<file path="config.mk">
export PLATFORM = sky130hd
export DESIGN_NAME = loop_branch_unit
export DESIGN_NICKNAME = d
export VERILOG_FILES = /design/src/rtl/lbu_pkg.sv /design/src/rtl/lbu_decode.sv /design/src/rtl/lbu_cond.sv /design/src/rtl/lbu_target.sv /design/src/rtl/loop_branch_unit.sv
export SDC_FILE = /design/constraint.sdc
export NUM_CORES = 1
export LEC_CHECK = 0
export ABC_AREA = 1
export BUFFER_PORTS_ARGS = -buffer_cell sky130_fd_sc_hd__buf_2
export CAP_MARGIN = 20
export CORE_ASPECT_RATIO = 0.9
export CORE_MARGIN = 2
export CORE_UTILIZATION = 55
export DETAILED_ROUTE_END_ITERATION = 7
export GPL_TIMING_DRIVEN = 0
export PLACE_DENSITY = 0.83
export SYNTH_ARGS = -nofsm -noshare
export SYNTH_HDL_FRONTEND = slang
export SYNTH_HIERARCHICAL = 1
export SYNTH_SLANG_ARGS = --single-unit
export TNS_END_PERCENT = 50
</file>
<file path="constraint.sdc">
create_clock -name clk -period 5.06 [get_ports clk]
set_input_delay 0.759 -clock clk [delete_from_list [all_inputs] [get_ports clk]]
set_output_delay 0.759 -clock clk [all_outputs]
set_load 0.01 [all_outputs]
</file>
<file path="src/rtl/lbu_pkg.sv">
package lbu_pkg;

    localparam int OP_W   = 16;
    localparam int EXT_W  = 16;
    localparam int D8_W   = 8;
    localparam int NCOND  = 16;

    typedef enum logic [1:0] {
        FORM_NONE,
        FORM_BRANCH,
        FORM_LOOP,
        FORM_SET
    } form_e;

    typedef enum logic [3:0] {
        CC_T  = 4'd0,  CC_F  = 4'd1,  CC_HI = 4'd2,  CC_LS = 4'd3,
        CC_CC = 4'd4,  CC_CS = 4'd5,  CC_NE = 4'd6,  CC_EQ = 4'd7,
        CC_VC = 4'd8,  CC_VS = 4'd9,  CC_PL = 4'd10, CC_MI = 4'd11,
        CC_GE = 4'd12, CC_LT = 4'd13, CC_GT = 4'd14, CC_LE = 4'd15
    } cond_e;

    typedef struct packed {
        logic n;
        logic z;
        logic v;
        logic c;
    } flags_t;

    typedef struct packed {
        form_e              form;
        cond_e              cond;
        logic               is_call;
        logic               use_ext;
        logic [EXT_W-1:0]   disp;
        logic [2:0]         reg_idx;
        logic [5:0]         ea_field;
    } dec_t;

    // Truth of one condition code against the flags.
    function automatic logic cond_eval(input cond_e cc, input flags_t f);
        logic r;
        case (cc)
            CC_T:    r = 1'b1;
            CC_F:    r = 1'b0;
            CC_HI:   r = !f.c && !f.z;
            CC_LS:   r = f.c || f.z;
            CC_CC:   r = !f.c;
            CC_CS:   r = f.c;
            CC_NE:   r = !f.z;
            CC_EQ:   r = f.z;
            CC_VC:   r = !f.v;
            CC_VS:   r = f.v;
            CC_PL:   r = !f.n;
            CC_MI:   r = f.n;
            CC_GE:   r = (f.n == f.v);
            CC_LT:   r = (f.n != f.v);
            CC_GT:   r = !f.z && (f.n == f.v);
            default: r = f.z || (f.n != f.v);
        endcase
        return r;
    endfunction

endpackage

</file>
<file path="src/rtl/lbu_decode.sv">
module lbu_decode
    import lbu_pkg::*;
(
    input  logic [OP_W-1:0]  opcode,
    input  logic [EXT_W-1:0] ext_word,
    output dec_t             dec
);
    localparam logic [3:0] GRP_BRANCH = 4'b0110;
    localparam logic [3:0] GRP_QUICK  = 4'b0101;
    localparam logic [3:0] CC_CALL    = 4'b0001;

    always_comb begin
        dec          = '0;
        dec.form     = FORM_NONE;
        dec.cond     = cond_e'(opcode[11:8]);
        dec.reg_idx  = opcode[2:0];
        dec.ea_field = opcode[5:0];
        if (opcode[15:12] == GRP_BRANCH) begin
            dec.form    = FORM_BRANCH;
            dec.is_call = (opcode[11:8] == CC_CALL);
            if (opcode[D8_W-1:0] == '0) begin
                dec.use_ext = 1'b1;
                dec.disp    = ext_word;
            end else begin
                dec.disp = {{(EXT_W-D8_W){opcode[D8_W-1]}}, opcode[D8_W-1:0]};
            end
        end else if (opcode[15:12] == GRP_QUICK && opcode[7:6] == 2'b11) begin
            if (opcode[5:3] == 3'b001) begin
                dec.form    = FORM_LOOP;
                dec.use_ext = 1'b1;
                dec.disp    = ext_word;
            end else begin
                dec.form = FORM_SET;
            end
        end
    end
endmodule

</file>
<file path="src/rtl/lbu_cond.sv">
module lbu_cond
    import lbu_pkg::*;
(
    input  cond_e  cond,
    input  flags_t flags,
    output logic   hold
);
    logic [NCOND-1:0] hit;
    logic [3:0]       sel;

    // All conditions evaluated in parallel, then one is picked.
    for (genvar g = 0; g < NCOND; g++) begin : g_cc
        assign hit[g] = cond_eval(cond_e'(4'(g)), flags);
    end

    assign sel  = cond;
    assign hold = hit[sel];
endmodule

</file>
<file path="src/rtl/lbu_target.sv">
module lbu_target
    import lbu_pkg::*;
#(
    parameter int ADDR_W = 32,
    parameter int DATA_W = 32,
    parameter int CNT_W  = 16
) (
    input  logic [ADDR_W-1:0] pc,
    input  logic [EXT_W-1:0]  disp,
    input  logic              use_ext,
    input  logic [DATA_W-1:0] dreg,
    output logic [ADDR_W-1:0] base_pc,
    output logic [ADDR_W-1:0] skip_pc,
    output logic [ADDR_W-1:0] fall_pc,
    output logic [ADDR_W-1:0] tgt_pc,
    output logic [DATA_W-1:0] dec_val,
    output logic              at_end
);
    localparam logic [ADDR_W-1:0] WORD_BYTES = ADDR_W'(2);
    localparam logic [CNT_W-1:0]  ONE        = CNT_W'(1);

    logic [ADDR_W-1:0] disp_x;
    logic [CNT_W-1:0]  cnt_next;

    assign disp_x  = {{(ADDR_W-EXT_W){disp[EXT_W-1]}}, disp};
    assign base_pc = pc + WORD_BYTES;
    assign skip_pc = base_pc + WORD_BYTES;
    assign fall_pc = use_ext ? skip_pc : base_pc;
    assign tgt_pc  = base_pc + disp_x;

    assign cnt_next = dreg[CNT_W-1:0] - ONE;
    assign at_end   = (dreg[CNT_W-1:0] == '0);

    if (CNT_W < DATA_W) begin : g_keep_hi
        assign dec_val = {dreg[DATA_W-1:CNT_W], cnt_next};
    end else begin : g_full
        assign dec_val = cnt_next;
    end
endmodule

</file>
<file path="src/rtl/loop_branch_unit.sv">
module loop_branch_unit
    import lbu_pkg::*;
#(
    parameter int ADDR_W = 32,
    parameter int DATA_W = 32,
    parameter int CNT_W  = 16
) (
    input  logic              clk,
    input  logic              rst,
    input  logic              in_valid,
    input  logic [15:0]       opcode,
    input  logic [15:0]       ext_word,
    input  logic [ADDR_W-1:0] pc,
    input  logic [3:0]        flags,
    input  logic [DATA_W-1:0] dreg,
    output logic              out_valid,
    output logic [ADDR_W-1:0] next_pc,
    output logic              reg_wr_en,
    output logic [2:0]        reg_wr_idx,
    output logic [DATA_W-1:0] reg_wr_data,
    output logic              set_wr_en,
    output logic [5:0]        set_ea,
    output logic [7:0]        set_byte,
    output logic              link_en,
    output logic [ADDR_W-1:0] link_addr,
    output logic              unhandled
);
    typedef struct packed {
        logic [ADDR_W-1:0] next_pc;
        logic              reg_wr_en;
        logic [2:0]        reg_wr_idx;
        logic [DATA_W-1:0] reg_wr_data;
        logic              set_wr_en;
        logic [5:0]        set_ea;
        logic [7:0]        set_byte;
        logic              link_en;
        logic [ADDR_W-1:0] link_addr;
        logic              unhandled;
    } res_t;

    dec_t              dec;
    flags_t            fl;
    logic              cond_ok;
    logic [ADDR_W-1:0] base_pc, skip_pc, fall_pc, tgt_pc;
    logic [DATA_W-1:0] dec_val;
    logic              at_end;
    res_t              res_d, res_q;
    logic              vld_q;

    assign fl = flags;

    lbu_decode u_decode (
        .opcode   (opcode),
        .ext_word (ext_word),
        .dec      (dec)
    );

    lbu_cond u_cond (
        .cond  (dec.cond),
        .flags (fl),
        .hold  (cond_ok)
    );

    lbu_target #(
        .ADDR_W (ADDR_W),
        .DATA_W (DATA_W),
        .CNT_W  (CNT_W)
    ) u_target (
        .pc      (pc),
        .disp    (dec.disp),
        .use_ext (dec.use_ext),
        .dreg    (dreg),
        .base_pc (base_pc),
        .skip_pc (skip_pc),
        .fall_pc (fall_pc),
        .tgt_pc  (tgt_pc),
        .dec_val (dec_val),
        .at_end  (at_end)
    );

    always_comb begin
        res_d         = '0;
        res_d.next_pc = base_pc;
        case (dec.form)
            FORM_BRANCH: begin
                res_d.next_pc   = (cond_ok || dec.is_call) ? tgt_pc : fall_pc;
                res_d.link_en   = dec.is_call;
                res_d.link_addr = fall_pc;
            end
            FORM_LOOP: begin
                if (cond_ok) begin
                    res_d.next_pc = skip_pc;
                end else begin
                    res_d.reg_wr_en   = 1'b1;
                    res_d.reg_wr_idx  = dec.reg_idx;
                    res_d.reg_wr_data = dec_val;
                    res_d.next_pc     = at_end ? skip_pc : tgt_pc;
                end
            end
            FORM_SET: begin
                res_d.set_wr_en = 1'b1;
                res_d.set_ea    = dec.ea_field;
                res_d.set_byte  = {8{cond_ok}};
            end
            default: res_d.unhandled = 1'b1;
        endcase
    end

    always_ff @(posedge clk) begin
        if (rst) begin
            vld_q <= 1'b0;
            res_q <= '0;
        end else begin
            vld_q <= in_valid;
            res_q <= in_valid ? res_d : '0;
        end
    end

    assign out_valid   = vld_q;
    assign next_pc     = res_q.next_pc;
    assign reg_wr_en   = res_q.reg_wr_en;
    assign reg_wr_idx  = res_q.reg_wr_idx;
    assign reg_wr_data = res_q.reg_wr_data;
    assign set_wr_en   = res_q.set_wr_en;
    assign set_ea      = res_q.set_ea;
    assign set_byte    = res_q.set_byte;
    assign link_en     = res_q.link_en;
    assign link_addr   = res_q.link_addr;
    assign unhandled   = res_q.unhandled;
endmodule

</file>
==> flow_summary.yaml, run 1 <==
pwr:
  power_density_nw_per_um2: 191.0
  ir_drop_v: 0.0001512
  cellLeakagePower_nw: 7.019
  totalPowerFinal_w: 0.002242
clock_network:
  cts_resized: 0
  clkSlewWorstSetupHoldPaths_ns: 0.08
  clock_tree_from_tritoncts: "built"
  clock-sinks: 111
  tritoncts.num_buffers: 9
  cts_htree_levels: 3
  post_cts.repair.setup_buffers: 0
  cts.path.max_buffers: 2
  root_buffer: "sky130_fd_sc_hd__clkbuf_16"
  hold_buffers: 0
worst_setup_path:
  critPathRequiredTime_ns: 5.33
  worstPathMaxFanout: 22
  critical_path.endpoint: "next_pc[29]"
  critical_path.endpoint_type: "register"
  crit_type: "in2reg"
  cp-startpoint: "opcode[4]"
  cp-start-kind: "input port"
  worst_ep_arrival_time_ns: 4.45
final_layout:
  drive_gt1_frac: 0.1903
  fillerInstances: 1719
  footprint_of_the_multi_input_gates_um2: 6185
  flow.area_growth_from_synthesis_pct: 16.28
  final_cell_area_um2: 11740
  finish.net_count: 2094
  register_area_um2: 2222
yosys:
  postSynthCellCount: 1730
  yosys-top-cells-area: "sky130_fd_sc_hd__dfxtp_1, sky130_fd_sc_hd__nand2_1, sky130_fd_sc_hd__inv_1"
  netlist_area_um2: 10100
  synthMostInstantiatedCell: "sky130_fd_sc_hd__nand2_1"
  seq_area_frac_synth: 0.2201
  postSynthAreaPerCell_um2: 5.836
  synth-seq-cells: 111
  synth_cell_types: 43
  net_count_of_the_mapped_netlist: 1879
  synth_async_sr_flop_share: 0
  yosys_most_used_dff: "sky130_fd_sc_hd__dfxtp_1"
  yosysWarningCount: 6
  post-synth-top-area-fraction: 0.2201
  synth_top_area_cell: "sky130_fd_sc_hd__dfxtp_1"
  synth_common_cells: "sky130_fd_sc_hd__nand2_1, sky130_fd_sc_hd__inv_1, sky130_fd_sc_hd__nor2_1"
  synth_edf_count: 0
hold_path:
  worst_hold_path_type: "in2reg"
  worstHoldPathCells: 2
sta:
  min_period_ns: 4.180
  setup_total_negative_slack_ns: 0
  hold_viol_final: 0
  tightestPinTransition_ns: 0.9269
  final-setup-viol-count: 0
  final_min_period_over_clock_period: 0.8261
  unrepaired_setup_endpoints_after_global_routing: "no"
  achievable-frequency_mhz: 239.2
  slew_viol_final: 0
  postLayoutSetupSlackWorst_ns: 0.8801
  worst_slew_margin_relative_to_its_limit: 0.3821
  timing.hold.ws_ns: 0.5971
floorplan:
  io-pin-count: 221
  core-area_um2: 17780
  die_x_um: 146.8
  floorplan.initialDensity: 0.5677
  die_area_um2: 19460
  core.rowCount: 46
  fp.dieH_um: 132.5
grt:
  initial_antenna_violation_count: 1
  grt_first_pass_wirelength_mm: 51.81
  grt_max_degree: 24
  first_global_vias: 10207
  track_usage: 0.3332
  grt_remaining_overflow: 0
detailed_routing:
  drt_pass1_iterations: 5
  vias_per_cell: 5.202
  drt-wirelength-per-cell_um: 15.24
  routed_wl_mm: 33.38
  routed-via-count: 11397
  drc_errors: 0
  first_iter_violations: 971
  final_antenna_net_count: 0
place:
  port-buffer-count: 204
  dpl.hpwl_mm: 26.84
  globalplace.congestion: 1.032
  detailedPlace.worstSlack_ns: 0.5730
  placement.cell_area_um2: 11420
job:
  drv.max_cap_violation_count: 0
outcome:
  outcome: "completed"
[placed cells by master, fill, tap and decap left out, drive strengths merged, types with 8 or more instances in the layout]
| master | instances |
|---|---|
| nor3 | 9 |
| xnor2 | 14 |
| inv | 314 |
| clkbuf | 28 |
| nand4 | 13 |
| nor2 | 284 |
| ha | 45 |
| nand3 | 158 |
| dfxtp | 111 |
| xor2 | 46 |
| a21oi | 35 |
| and2 | 8 |
| o21ai | 47 |
| buf | 269 |
| nand2 | 533 |
| a31oi | 11 |
[stage by stage]
step	std cells	utilization
5_1_grt	2191	0.6601
2_1_floorplan	1730	-
6_report	2191	0.6601
3_3_place_gp	2174	0.6420
4_1_cts	2190	0.6600
3_5_place_dp	2174	0.6420
[flip-flops by register name, summed over array words and instances, names as in the netlist]
register	cells
reg_wr_data	32
set_ea	6
set_byte	1
reg_wr_idx	3
unhandled	1
next_pc	32
reg_wr_en	1
out_valid	1
link_addr	32
set_wr_en	1
link_en	1
[critical path, stage by stage]
cell	delay, ns
sky130_fd_sc_hd__buf_2	0.12
sky130_fd_sc_hd__inv_1	0.05
sky130_fd_sc_hd__nand2_1	0.04
sky130_fd_sc_hd__nor2_1	0.15
sky130_fd_sc_hd__nand3_2	0.12
sky130_fd_sc_hd__nand2_4	0.14
sky130_fd_sc_hd__buf_12	0.15
sky130_fd_sc_hd__nand2_2	0.05
sky130_fd_sc_hd__nand2_1	0.66
sky130_fd_sc_hd__ha_1	0.43
sky130_fd_sc_hd__nand2_1	0.15
sky130_fd_sc_hd__inv_1	0.07
sky130_fd_sc_hd__a21oi_1	0.19
sky130_fd_sc_hd__inv_1	0.10
sky130_fd_sc_hd__a21oi_1	0.24
sky130_fd_sc_hd__nor2_1	0.07
sky130_fd_sc_hd__a211oi_1	0.16
sky130_fd_sc_hd__o21ai_0	0.18
sky130_fd_sc_hd__xor2_1	0.18
sky130_fd_sc_hd__inv_1	0.09
sky130_fd_sc_hd__nand2_1	0.06
sky130_fd_sc_hd__nand3_1	0.07
sky130_fd_sc_hd__nand3_1	0.08
sky130_fd_sc_hd__nand2_1	0.09
sky130_fd_sc_hd__inv_1	0.03
[report_power, final]
part / total, W / internal [W] / switching (W)
Clock: 0.000762 / 0.000362 / 0.000400
Sequential: 0.000892 / 0.000889 / 0.00000389
Combinational: 0.000588 / 0.000196 / 0.000391
[cell families (layout without fill, tap and decap cells)]
group           after synthesis  in the layout  share of synthesized area
simple gates               1013           1013                     0.4408
buf+inv                     395            615                     0.1673
fa+ha+maj                    46             46                    0.05775
flops                       111            111                     0.2201
other cells                   0              1                          0
xor+xnor                     60             60                    0.05651
compound gates              105            105                    0.05751
[area by class of cell]
class,count,share of cell area
Clock buffer,9,0.01918
Clock inverter,7,0.008100
Sequential cell,111,0.1893
Timing Repair Buffer,204,0.08697
Antenna cell,1,0.0002132
Inverter,311,0.09944
Tap cell,240,0.02558
Buffer,84,0.04444
Multi-Input combinational cell,1224,0.5268
[per-layer routing]
layer	vias up	track usage	part of all wire
met2	553	0.5537	0.45
met4	0	0.1294	0.041
li1	5633	-	-
met3	96	0.07379	0.097
met1	5115	0.4216	0.41
met5	-	0	0
[worst min-delay path by stage]
stage	start	to	slack [ns]
floorplan	rst	out_valid	0.85
global placement	rst	out_valid	0.97
detailed placement	rst	out_valid	0.97
CTS	rst	out_valid	0.59
global route	rst	out_valid	0.60
finish	rst	out_valid	0.60
No activity file was read; power rests on OpenSTA's default activity.
==> inputs of run 2 (changes only) <==
--- a/config.mk
+++ b/config.mk
@@ -10,10 +10,10 @@
 export CAP_MARGIN = 20
 export CORE_ASPECT_RATIO = 0.9
 export CORE_MARGIN = 2
-export CORE_UTILIZATION = 55
+export CORE_UTILIZATION = 51
 export DETAILED_ROUTE_END_ITERATION = 7
 export GPL_TIMING_DRIVEN = 0
-export PLACE_DENSITY = 0.83
+export PLACE_DENSITY = 0.81
 export SYNTH_ARGS = -nofsm -noshare
 export SYNTH_HDL_FRONTEND = slang
 export SYNTH_HIERARCHICAL = 1
==> constraint.sdc (replaced) <==
create_clock -name clk -period 3.4 [get_ports clk]
set_input_delay 0.51 -clock clk [delete_from_list [all_inputs] [get_ports clk]]
set_output_delay 0.51 -clock clk [all_outputs]
set_load 0.01 [all_outputs]
==> run 2 against run 1 <==
- cell count is 1.9% higher
- utilization is 1.6 points lower
- clock power is 48% higher
- die area is 7.6% higher
- critical endpoint is now next_pc[25]
==> flow_summary.yaml, run 2 (synthesis gave the netlist of run 1 again) <==
outcome:
  outcome: "completed"
sta:
  worst_slew_margin_relative_to_its_limit: 0.3689
  final-setup-viol-count: 0
  unrepaired_setup_endpoints_after_global_routing: "yes"
  slew_viol_final: 0
  final_min_period_over_clock_period: 0.9825
  min_period_ns: 3.341
  timing.hold.ws_ns: 0.3377
  tightestPinTransition_ns: 0.9466
  hold_viol_final: 0
  achievable-frequency_mhz: 299.3
pwr:
  ir_drop_v: 0.0001953
  power.sequential.fraction: 0.392
  power_density_nw_per_um2: 273.1
  logic_pwr_share: 0.276
  cellLeakagePower_nw: 7.196
  power.switching_w: 0.001202
  totalPowerFinal_w: 0.003389
  p_sw_frac: 0.3547
  clock_power_share: 0.332
  power.internal_w: 0.002187
floorplan:
  fp.dieH_um: 137.5
  io-pin-count: 221
  core.rowCount: 48
  core-area_um2: 19280
  die_x_um: 152.3
  die_area_um2: 20940
  floorplan.initialDensity: 0.5237
grt:
  grt_first_pass_wirelength_mm: 52.43
  grt_max_degree: 24
  first_global_vias: 10334
  grt_remaining_overflow: 0
  track_usage: 0.3132
  initial_antenna_violation_count: 1
hold_path:
  worstHoldPathCells: 2
  hold_path_startpoint: "rst"
  min_to: "out_valid"
  worst_hold_path_type: "in2reg"
worst_setup_path:
  cp_slowest_stage_delay_ns: 0.26
  crit_type: "in2reg"
  critPathRequiredTime_ns: 3.67
  worst_ep_arrival_time_ns: 3.61
  worstPathMaxFanout: 7
  timing.critical_path.buf_inv: 7
  crit_path_top_delay_cell: "sky130_fd_sc_hd__ha_4"
  cp-startpoint: "pc[1]"
  timing.critical_path.mode_cell: "sky130_fd_sc_hd__nand2_1"
  cp-start-kind: "input port"
  critical_path.endpoint_type: "register"
  cpLargestDelayFamily: "simple AND/OR/NAND/NOR gates"
final_layout:
  layout.cells.non_filler: 2232
  flow.area_growth_from_synthesis_pct: 22.93
  drive_gt1_frac: 0.2413
  layout_common_cells: "sky130_fd_sc_hd__nand2_1, sky130_fd_sc_hd__inv_1, sky130_fd_sc_hd__nor2_1, sky130_fd_sc_hd__buf_2, sky130_fd_sc_hd__nand3_1"
  finalCoreUtilization: 0.6438
  finish.net_count: 2125
  final_common_cell: "sky130_fd_sc_hd__nand2_1"
detailed_routing:
  drt_pass1_iterations: 6
  vias_per_cell: 5.215
  drc_errors: 0
  routed_wl_mm: 34.45
  drt-wirelength-per-cell_um: 15.43
  first_iter_violations: 1099
  final_antenna_net_count: 0
  routed-via-count: 11640
clock_network:
  tritoncts.num_buffers: 9
  hold_buffers: 0
  root_buffer: "sky130_fd_sc_hd__clkbuf_16"
  clock-sinks: 111
  clock_tree_from_tritoncts: "built"
  cts.path.max_buffers: 2
  cts_htree_levels: 3
  clkSlewWorstSetupHoldPaths_ns: 0.08
job:
  drv.max_cap_violation_count: 0
place:
  globalplace.congestion: 1.059
  port-buffer-count: 204
  dpl.hpwl_mm: 26.67
  placed_cells: 2184
==> run 2: changes by cell type in the layout (fill, tap and decap cells not counted), sizes merged <==
cell	previous run	this run
nand2	533	534
clkinv	4	3
buf	269	299
inv	314	312
clkinvlp	0	3
==> run 2: stage by stage <==
step | TNS (ns) | setup WS (ns) | area (um^2)
5_1_grt | -0.4117 | -0.08107 | 12410
2_1_floorplan | 0 | 0.2003 | 10100
6_report | 0 | 0.05934 | 12410
4_1_cts | 0 | 0.0004936 | 11880
3_5_place_dp | -11.60 | -0.7105 | 11430
3_3_place_gp | -10.91 | -0.6941 | 11430
==> run 2: worst max-delay path by stage <==
stage                        to  slack, ns  cells past startpoint
global route        next_pc[25]      -0.08                     25
CTS                 next_pc[28]     0.0005                     24
global placement    next_pc[29]      -0.69                     23
detailed placement  next_pc[29]      -0.71                     23
finish              next_pc[25]       0.06                     27
floorplan           next_pc[29]       0.20                     24
==> run 2: repair_timing <==
item,4_1_cts,5_1_grt
endpoints found under the setup margin,19,19
gates cloned,0,1
pin swaps,1,24
buffers inserted,1,30
hold endpoints to repair,0,0
resized for setup,27,70
==> run 2: final cells by class <==
| type | count | area, um^2 |
|---|---|---|
| Fill cell | 1863 | 6868 |
| Antenna cell | 1 | 2.502 |
| Tap cell | 250 | 312.8 |
| Timing Repair Buffer | 235 | 1269 |
| Clock inverter | 7 | 91.34 |
| Sequential cell | 111 | 2222 |
| Clock buffer | 9 | 225.2 |
| Buffer | 83 | 518.0 |
| Multi-Input combinational cell | 1225 | 6591 |
| Inverter | 311 | 1179 |
==> run 2: power by group through the flow <==
stage          sequential (W)  combinational [W]  clock, W
3_3_place_gp          0.00136           0.000830         0
5_1_grt               0.00133            0.00103   0.00121
3_5_place_dp          0.00136           0.000845         0
4_1_cts               0.00133           0.000863   0.00115
6_report              0.00133           0.000935   0.00113
2_1_floorplan         0.00137           0.000565         0
==> run 2: layer usage <==
| layer | routed length [um] | GRT usage | vias up |
|---|---|---|---|
| met5 | 0 | 0 | - |
| met4 | 1444 | 0.1231 | 0 |
| met3 | 3468 | 0.06071 | 104 |
| met2 | 15340 | 0.5188 | 627 |
| met1 | 14200 | 0.4058 | 5206 |
| li1 | - | - | 5703 |
==> inputs of run 3 (changes only) <==
--- a/config.mk
+++ b/config.mk
@@ -12,7 +12,7 @@
 export CORE_MARGIN = 2
 export CORE_UTILIZATION = 51
 export DETAILED_ROUTE_END_ITERATION = 7
-export GPL_TIMING_DRIVEN = 0
+export GPL_TIMING_DRIVEN = 1
 export PLACE_DENSITY = 0.81
 export SYNTH_ARGS = -nofsm -noshare
 export SYNTH_HDL_FRONTEND = slang
==> run 3 against run 2 <==
- count of clock-buffer cells in the layout unchanged
- non-clock buffer count grew 115
- global-route usage up 0.99 points
- first-iteration DRC count grew 12%
- power rose by 3.8%
- critical endpoint is now next_pc[31]
==> flow_summary.yaml, run 3 (synthesis gave the netlist of run 1 again) <==
place:
  globalplace.congestion: 1.030
  port-buffer-count: 220
  dpl.hpwl_mm: 27.62
  placement.cell_area_um2: 12640
sta:
  tightestPinTransition_ns: 0.7342
  unrepaired_setup_endpoints_after_global_routing: "yes"
  worst_slew_margin_relative_to_its_limit: 0.5100
  achievable-frequency_mhz: 308.4
  hold_viol_final: 0
  slew_viol_final: 0
  final-setup-viol-count: 0
  final_min_period_over_clock_period: 0.9538
  min_period_ns: 3.243
worst_setup_path:
  crit_type: "in2reg"
  cp-start-kind: "input port"
  cp_slowest_stage_delay_ns: 0.33
  timing.critical_path.mode_cell: "sky130_fd_sc_hd__nand2_1"
  critical_path_depth: 23
  crit_path_top_delay_cell: "sky130_fd_sc_hd__ha_1"
  worst_ep_arrival_time_ns: 3.57
  cp-startpoint: "pc[1]"
  critical_path.endpoint_type: "register"
  timing.critical_path.buf_inv: 7
  worstPathMaxFanout: 5
  cpLargestDelayFamily: "simple AND/OR/NAND/NOR gates"
  critical_path.endpoint: "next_pc[31]"
  critPathRequiredTime_ns: 3.73
  crit_path_cell_trace: "buf_2 > buf_4 > inv_2 > nor2_4 > nand3_2 > clkinv_1 > nand3_1 > nand2_1 > inv_1 > ha_1 > a21oi_1 > o21ai_1 > a21oi_1 > nand2_1 > a21oi_1 > nand2_1 > xnor2_1 > inv_1 > nand2_1 > nand3_1 > nand3_1 > nand2_1 > inv_1"
grt:
  grt_remaining_overflow: 0
  initial_antenna_violation_count: 2
  track_usage: 0.3231
  grt_first_pass_wirelength_mm: 54.15
  grt_max_degree: 65
  first_global_vias: 11002
final_layout:
  flow.area_growth_from_synthesis_pct: 29.31
  finalCoreUtilization: 0.6772
  drive_gt1_frac: 0.2678
  layout_common_cells: "sky130_fd_sc_hd__nand2_1, sky130_fd_sc_hd__inv_1, sky130_fd_sc_hd__nor2_1, sky130_fd_sc_hd__buf_2, sky130_fd_sc_hd__buf_4"
  fillerInstances: 1721
  final_common_cell: "sky130_fd_sc_hd__nand2_1"
  finish.net_count: 2239
  final_cell_area_um2: 13060
detailed_routing:
  final_antenna_net_count: 0
  routed-via-count: 11944
  drt-wirelength-per-cell_um: 14.75
  drt_pass1_iterations: 6
  vias_per_cell: 5.089
  routed_wl_mm: 34.61
  first_iter_violations: 1230
  drc_errors: 0
job:
  drv.max_cap_violation_count: 0
floorplan:
  core-area_um2: 19280
  die_area_um2: 20940
  core.rowCount: 48
  die_x_um: 152.3
  io-pin-count: 221
  floorplan.initialDensity: 0.5237
  fp.dieH_um: 137.5
pwr:
  power_density_nw_per_um2: 269.5
  ir_drop_v: 0.0002176
  cellLeakagePower_nw: 7.824
hold_path:
  worst_hold_path_type: "in2reg"
clock_network:
  clock-sinks: 111
  cts.path.max_buffers: 2
  cts_htree_levels: 3
  tritoncts.num_buffers: 9
  clkSlewWorstSetupHoldPaths_ns: 0.09
  post_cts.repair.setup_buffers: 0
  root_buffer: "sky130_fd_sc_hd__clkbuf_16"
  clock_tree_from_tritoncts: "built"
outcome:
  outcome: "completed"
==> run 3: cell count changes in the layout (fill, tap and decap cells not counted), moves of 6 or more <==
cell and change:
sky130_fd_sc_hd__nand2_1 +12, sky130_fd_sc_hd__ha_4 -10, sky130_fd_sc_hd__nor2_1 +7, sky130_fd_sc_hd__clkbuf_1 -17, sky130_fd_sc_hd__nand2_2 -7, sky130_fd_sc_hd__nor2_2 -6, sky130_fd_sc_hd__ha_1 +13, sky130_fd_sc_hd__buf_4 +133
sky130_fd_sc_hd__inv_1 +8
==> run 3: how the worst min path moves through the flow <==
stage | from | end | slack, ns | cells after the start
after floorplan | rst | out_valid | 0.61 | 1
after global placement | rst | out_valid | 0.71 | 2
after CTS | rst | out_valid | 0.31 | 2
after detailed placement | rst | out_valid | 0.72 | 2
after global routing | rst | out_valid | 0.32 | 2
final | rst | out_valid | 0.31 | 2
==> run 3: repair_timing <==
action	in CTS	in global routing
hold buffers	0	0
setup endpoints to repair	0	19
gates resized for setup	0	30
==> run 3: cell type report <==
| cell class | instances | area, um^2 | area share |
|---|---|---|---|
| multi-input combinational | 1224 | 6281 | 0.4811 |
| tap | 250 | 312.8 | 0.02396 |
| clock buffer | 9 | 225.2 | 0.01725 |
| sequential | 111 | 2222 | 0.1702 |
| timing repair buffer | 433 | 2750 | 0.2107 |
| inverter | 311 | 1167 | 0.08942 |
| antenna | 2 | 5.005 | 0.0003834 |
| clock inverter | 7 | 91.34 | 0.006996 |
==> run 3: metal layers <==
metal  vias to the layer above  track usage  share of wire
li1                       5923            -              -
met1                      5371       0.4163           0.43
met2                       577       0.5526           0.45
met3                        73      0.05127          0.089
met4                         0       0.1158          0.028
met5                         -            0              0
==> run 3: power by group <==
part           switching (W)  internal, W
combinational       0.000621     0.000403
sequential        0.00000616      0.00132
clock               0.000629     0.000537
==> run 3: metrics by stage <==
stage               hold WS [ns]  setup TNS, ns  worst slack, ns  cells  power [W]
floorplan                 0.6051              0           0.2003   1730   0.001936
global placement          0.7088         -1.696          -0.2599   2329   0.002324
detailed placement        0.7150         -2.662          -0.2798   2329   0.002345
CTS                       0.3106              0          0.09801   2345   0.003504
global route              0.3155       -0.08397         -0.05359   2347   0.003676
finish                    0.3136              0           0.1572   2347   0.003518
